==> src/rtl/ring_station_pkg.sv <==
package ring_station_pkg;
  typedef struct packed {
    logic full;
    logic async_cls;
    logic sync_rst;
    logic sync_cont;
    logic async_rst;
    logic async_cont;
    logic mon;
    logic spare;
  } ring_ctl_t;

  localparam int unsigned NUM_CLS = 2;
  localparam int unsigned CLS_SYNC = 0;
  localparam int unsigned CLS_ASYNC = 1;
endpackage

==> src/rtl/rs_rx_stage.sv <==
module rs_rx_stage
  import ring_station_pkg::*;
#(
  parameter int unsigned ADDR_W = 8
) (
  input  ring_ctl_t         ctl_i,
  input  logic [ADDR_W-1:0] dst_i,
  input  logic [ADDR_W-1:0] node_id_i,
  output logic              copy_o,
  output logic              divert_o,
  output logic              free_o
);
  always_comb begin
    copy_o   = ctl_i.full && (dst_i == node_id_i);
    divert_o = ctl_i.full && !copy_o && ctl_i.async_cls;
    free_o   = !ctl_i.full || copy_o || divert_o;
  end
endmodule

==> src/rtl/rs_alloc_ctr.sv <==
module rs_alloc_ctr #(
  parameter int unsigned LIM_W = 8
) (
  input  logic             clk_i,
  input  logic             rst_ni,
  input  logic             step_i,
  input  logic             clr_i,
  input  logic             inc_i,
  input  logic [LIM_W-1:0] lim_i,
  output logic             room_o,
  output logic             room_next_o
);
  logic [LIM_W-1:0] cnt_q, cnt_eff, cnt_nx;

  // restart zeroes the count ahead of this slot's decision
  always_comb begin
    cnt_eff     = clr_i ? '0 : cnt_q;
    cnt_nx      = cnt_eff + LIM_W'(inc_i);
    room_o      = cnt_eff < lim_i;
    room_next_o = cnt_nx < lim_i;
  end

  always_ff @(posedge clk_i or negedge rst_ni) begin
    if (!rst_ni)     cnt_q <= '0;
    else if (step_i) cnt_q <= cnt_nx;
  end
endmodule

==> src/rtl/rs_tx_arb.sv <==
module rs_tx_arb #(
  parameter int unsigned Q_W   = 13,
  parameter int unsigned LIM_W = 8
) (
  input  logic             clk_i,
  input  logic             rst_ni,
  input  logic             step_i,
  input  logic             free_i,
  input  logic             sync_room_i,
  input  logic             async_room_i,
  input  logic             sync_ne_i,
  input  logic             async_ne_i,
  input  logic [Q_W:0]     up_depth_i,
  input  logic [LIM_W-1:0] thr_i,
  input  logic [LIM_W-1:0] async_lim_i,
  output logic             send_sync_o,
  output logic             send_async_o,
  output logic             send_up_o
);
  localparam int unsigned TO_W = LIM_W + 1;

  logic [TO_W-1:0] to_q;
  logic            up_ne, over, up_pick, left;

  always_comb begin
    up_ne        = up_depth_i != '0;
    over         = up_depth_i > (Q_W+1)'(thr_i);
    send_sync_o  = free_i && sync_room_i && sync_ne_i;
    left         = free_i && !send_sync_o;
    up_pick      = up_ne && ((to_q == '0) || over || !async_room_i || !async_ne_i);
    send_up_o    = left && up_pick;
    send_async_o = left && !up_pick && async_room_i && async_ne_i;
  end

  always_ff @(posedge clk_i or negedge rst_ni) begin
    if (!rst_ni) to_q <= '0;
    else if (step_i) begin
      if (send_up_o)
        to_q <= {1'b0, async_lim_i} + TO_W'(1);
      else if (send_async_o && up_ne && (to_q != '0))
        to_q <= to_q - TO_W'(1);
    end
  end
endmodule

==> src/rtl/ring_station_mac.sv <==
module ring_station_mac
  import ring_station_pkg::*;
#(
  parameter int unsigned ADDR_W = 8,
  parameter int unsigned LIM_W  = 8,
  parameter int unsigned Q_W    = 13
) (
  input  logic              clk_i,
  input  logic              rst_ni,
  input  logic              slot_vld_i,
  input  logic [7:0]        ctl_i,
  input  logic [ADDR_W-1:0] dst_i,
  input  logic [ADDR_W-1:0] node_id_i,
  input  logic [LIM_W-1:0]  sync_lim_i,
  input  logic [LIM_W-1:0]  async_lim_i,
  input  logic [LIM_W-1:0]  up_thr_i,
  input  logic [Q_W-1:0]    sync_cnt_i,
  input  logic [Q_W-1:0]    async_cnt_i,
  input  logic [Q_W-1:0]    up_cnt_i,
  output logic              slot_vld_o,
  output logic [7:0]        ctl_o,
  output logic              copy_o,
  output logic              divert_o,
  output logic              tx_sync_o,
  output logic              tx_async_o,
  output logic              tx_up_o
);
  ring_ctl_t  hin, hout;
  logic       copy, divert, free;
  logic       send_sync, send_async, send_up, sent;
  logic [NUM_CLS-1:0] clr, inc, room, room_nx;
  logic [LIM_W-1:0]   lim [NUM_CLS];
  logic [Q_W:0]       up_eff, up_after;

  assign hin = ring_ctl_t'(ctl_i);

  rs_rx_stage #(.ADDR_W(ADDR_W)) u_rx (
    .ctl_i(hin), .dst_i(dst_i), .node_id_i(node_id_i),
    .copy_o(copy), .divert_o(divert), .free_o(free)
  );

  assign clr[CLS_SYNC]  = hin.sync_rst;
  assign clr[CLS_ASYNC] = hin.async_rst;
  assign inc[CLS_SYNC]  = send_sync;
  assign inc[CLS_ASYNC] = send_async;
  assign lim[CLS_SYNC]  = sync_lim_i;
  assign lim[CLS_ASYNC] = async_lim_i;

  for (genvar c = 0; c < NUM_CLS; c++) begin : g_cls
    rs_alloc_ctr #(.LIM_W(LIM_W)) u_ctr (
      .clk_i(clk_i), .rst_ni(rst_ni), .step_i(slot_vld_i),
      .clr_i(clr[c]), .inc_i(inc[c]), .lim_i(lim[c]),
      .room_o(room[c]), .room_next_o(room_nx[c])
    );
  end

  // a diverted cell is already in the queue for this slot's choice
  assign up_eff = {1'b0, up_cnt_i} + (Q_W+1)'(divert);

  rs_tx_arb #(.Q_W(Q_W), .LIM_W(LIM_W)) u_arb (
    .clk_i(clk_i), .rst_ni(rst_ni), .step_i(slot_vld_i), .free_i(free),
    .sync_room_i(room[CLS_SYNC]), .async_room_i(room[CLS_ASYNC]),
    .sync_ne_i(sync_cnt_i != '0), .async_ne_i(async_cnt_i != '0),
    .up_depth_i(up_eff), .thr_i(up_thr_i), .async_lim_i(async_lim_i),
    .send_sync_o(send_sync), .send_async_o(send_async), .send_up_o(send_up)
  );

  always_comb begin
    sent     = send_sync || send_async || send_up;
    up_after = up_eff - (Q_W+1)'(send_up);
    hout     = hin;
    hout.full      = !free || sent;
    hout.async_cls = sent ? (send_async || send_up) : (!free && hin.async_cls);
    hout.mon       = !free && hin.mon;
    hout.sync_cont = hin.sync_cont
                   || (room_nx[CLS_SYNC] && (sync_cnt_i > Q_W'(send_sync)));
    hout.async_cont = hin.async_cont
                   || (up_after > (Q_W+1)'(up_thr_i))
                   || (room_nx[CLS_ASYNC] && (async_cnt_i > Q_W'(send_async)));
  end

  always_ff @(posedge clk_i or negedge rst_ni) begin
    if (!rst_ni) begin
      slot_vld_o <= 1'b0;
      ctl_o      <= '0;
      copy_o     <= 1'b0;
      divert_o   <= 1'b0;
      tx_sync_o  <= 1'b0;
      tx_async_o <= 1'b0;
      tx_up_o    <= 1'b0;
    end else begin
      slot_vld_o <= slot_vld_i;
      copy_o     <= slot_vld_i && copy;
      divert_o   <= slot_vld_i && divert;
      tx_sync_o  <= slot_vld_i && send_sync;
      tx_async_o <= slot_vld_i && send_async;
      tx_up_o    <= slot_vld_i && send_up;
      if (slot_vld_i) ctl_o <= hout;
    end
  end
endmodule

==> config.mk <==
export PLATFORM = sky130hd
export DESIGN_NAME = ring_station_mac
export DESIGN_NICKNAME = d
export VERILOG_FILES = /design/src/rtl/ring_station_pkg.sv /design/src/rtl/rs_rx_stage.sv /design/src/rtl/rs_alloc_ctr.sv /design/src/rtl/rs_tx_arb.sv /design/src/rtl/ring_station_mac.sv
export SDC_FILE = /design/constraint.sdc
export NUM_CORES = 1
export LEC_CHECK = 0
export ABC_AREA = 1
export BUFFER_PORTS_ARGS = -buffer_cell sky130_fd_sc_hd__buf_2
export CAP_MARGIN = 20
export CORE_ASPECT_RATIO = 0.5
export CORE_MARGIN = 4
export CORE_UTILIZATION = 27
export CTS_CLUSTER_DIAMETER = 80
export DETAILED_ROUTE_END_ITERATION = 16
export GPL_ROUTABILITY_DRIVEN = 0
export PLACE_DENSITY = 0.44
export SLEW_MARGIN = 20
export SYNTH_ARGS = -nofsm -noshare
export SYNTH_HDL_FRONTEND = slang
export SYNTH_SLANG_ARGS = --single-unit
==> constraint.sdc <==
create_clock -name clk_i -period 6.1 [get_ports clk_i]
set_clock_uncertainty 0.05 [all_clocks]
set_input_delay 1.83 -clock clk_i [delete_from_list [all_inputs] [get_ports clk_i]]
set_output_delay 1.83 -clock clk_i [all_outputs]
set_load 0.01 [all_outputs]
==> qor.csv <==
metric,value,unit
cpMostUsedCell,nand2_2,
ys_ff_latch,39,
power_density,185,nW/um^2
cap_viol_max_count,0,
worst-setup-path-type,in2reg,
route.detailed.drc,0,
grt_overflow,0,
place_area,5310,um^2
slew_headroom,43.1,%
clock_latency,280,ps
synth.top_cell.area_share,22.7,%
drive_above_1_share,31.9,%
fin_area,5910,um^2
seq_area,976,um^2
setup_violations,0,
vias_per_cell,4.39,
area_growth,37.3,%
grt_max_degree,40,
fin_crit_sh,99.0,%
finish.net_count,909,
grt_pass1_vias,4130,
cts_sinks,39,
postRouteAntennaNets,0,
synthCells,610,
htreeDepth,2,
dp_hpwl,9.83,mm
cpMaxStageDelayCell,ha_1,
clk_pin_slew,60,ps
yosysSeqAreaShare,22.7,%
yosysWarnings,0,
synth_area_leaders,"dfrtp_1, ha_1, nand2_1, inv_1, xor2_1",
synth-async-reset-ratio,100,%
hold_buffers,0,
max_stage_delay,280,ps
fill_cells,1614,
synth_area_per_cell,7.06,um^2
dp_cells,947,
yosysTopAreaCell,dfrtp_1,
synth_top_flop_cell,dfrtp_1,
die_x,187,um
finalHoldViolCount,0,
syn_area,4310,um^2
rsz0062_at_grt,true,
tightestPinTransition,852,ps
leakagePower,3.24,nW
coreArea,15500,um^2
port_buffers,103,
clockBufferDepth,2,
slew_violations,0,
synth_edf_count,0,
grt_pass1_wl,19.6,mm
drt_iter0_markers,133,
multi_input_comb_area,3190,um^2
grt_usage,13.0,%
required,6230,ps
synth_nets,756,
holdCritPathClass,reg2reg,
ios,104,
drt_wl_total,12.1,mm
finalNonFillerCells,968,
max_clock_freq,0.166,GHz
ir_worst_vdd,126,uV
root_buffer,clkbuf_16,
holdWs,420,ps
dr.pass1.iters,4,
cts_tree,yes,
vias,4253,
antenna_cells,0,
arrival,6170,ps
start_util,27.8,%
critPathCaptureType,flop,
fin_crit,6040,ps
ys_types,46,
wl_per_cell,12.5,um
dieHeight,97.3,um
dieArea,18200,um^2
rows,32,
critPathMaxFanout,3,
antenna_found_initial,0,
status,finished clean,
cts_buffers,5,
startpoint_type,primary input,
==> registers in the layout, summed over array words and instances (netlist names) <==
name	cells
tx_sync_o	1
divert_o	1
u_arb.to_q	9
tx_up_o	1
tx_async_o	1
slot_vld_o	1
ctl_o	8
copy_o	1
g_cls.u_ctr.cnt_q	16
==> routing by layer <==
layer | part of all wire (%) | wire length [um] | global-route usage (%) | up-vias
met5 | 0 | 0 | 0 | -
met4 | 0.52 | 63 | 2.04 | 0
met3 | 2.3 | 279 | 1.69 | 8
met2 | 48 | 5770 | 22.4 | 45
met1 | 49 | 5970 | 17.8 | 1926
li1 | - | - | - | 2274
==> Yosys cell counts (2+ instances only) <==
library cell / number
nand2_1: 149
inv_1: 98
ha_1: 56
nor2_1: 54
dfrtp_1: 39
nand3_1: 35
xor2_1: 29
o21ai_0: 25
a21oi_1: 19
nand4_1: 18
nor3_1: 10
xnor2_1: 10
nand2_2: 6
clkbuf_1: 4
nand2_4: 4
nand3_2: 4
nor2_4: 4
nor4_1: 4
o211ai_1: 4
buf_2: 3
nand4_4: 3
or2_2: 3
a21o_1: 2
clkbuf_8: 2
o21a_1: 2
o21bai_1: 2
or2_1: 2
==> cell families (layout without fill, tap and decap cells) <==
kind of cell / after synthesis / in the layout / synth area share [%]
and+or+nand+nor: 303 / 303 / 33.8
AOI/OAI and AO/OA: 62 / 62 / 8.54
DFF: 39 / 39 / 22.7
adders and majority gates: 56 / 56 / 16.3
buffers and inverters: 110 / 264 / 10.4
xor gates and xnor gates: 40 / 40 / 8.31
==> worst max-delay path, delay by kind of cell <==
kind	cells	cell delay [ps]
simple gates	19	1840
fa+ha+maj	5	1090
buf+inv	6	540
compound gates	4	520
xor+xnor	2	340
==> layout make-up <==
cell class / instances / area share, %
multi-input cells: 461 / 53.9
flip-flops and latches: 39 / 16.5
repair buffers: 157 / 15.7
inverters: 99 / 6.37
well taps: 204 / 4.32
clock buffers: 6 / 2.18
clock inverters: 2 / 1.02
==> what timing repair did <==
item,CTS,global route
setup buffers,9,4
gates resized for setup,37,25
endpoints found under the setup margin,1,2
pin swaps,25,24
==> report_power, final <==
part           total [W]  switching (W)  internal [W]  leakage (nW)
Combinational   0.000441       0.000254      0.000186          2.64
Sequential      0.000312      0.0000250      0.000287         0.512
Clock           0.000343       0.000108      0.000235        0.0911
==> layout by cell type, fill, tap and decap left out, types with 18 or more instances in the layout <==
cell type	netlist	routed
xor2_1	29	22
o21ai_0	25	23
nand3_1	35	32
buf_2	3	102
buf_4	1	54
nand4_1	18	18
nor2_1	54	49
nand2_1	149	142
ha_1	56	46
dfrtp_1	39	39
inv_1	98	94
==> metrics by stage <==
| step | util (%) | total power (W) | TNS, ps | worst slack, ps |
|---|---|---|---|---|
| after floorplan | - | 0.000618 | 0 | 13.7 |
| after global placement | 34.3 | 0.000736 | -666 | -666 |
| after detailed placement | 34.3 | 0.000737 | -647 | -647 |
| after CTS | 37.0 | 0.00110 | -32.5 | -32.5 |
| after global routing | 38.1 | 0.00119 | -258 | -258 |
| final | 38.1 | 0.00110 | 0 | 60.1 |
==> final timing paths <==
check	from	endpoint	slack (ps)	depth (start not counted)
setup / recovery	node_id_i[0]	ctl_o[2]	60	36
hold / removal	ctl_o[0]	ctl_o[0]	420	2
setup reg to reg	g_cls[1].u_ctr.cnt_q[5]	ctl_o[2]	2150	22
hold reg to reg	ctl_o[0]	ctl_o[0]	420	2
max in group asynchronous	rst_ni	g_cls[1].u_ctr.cnt_q[6]	4160	1
min in group asynchronous	rst_ni	slot_vld_o	1470	1
Power figures use the tool's default switching activity.
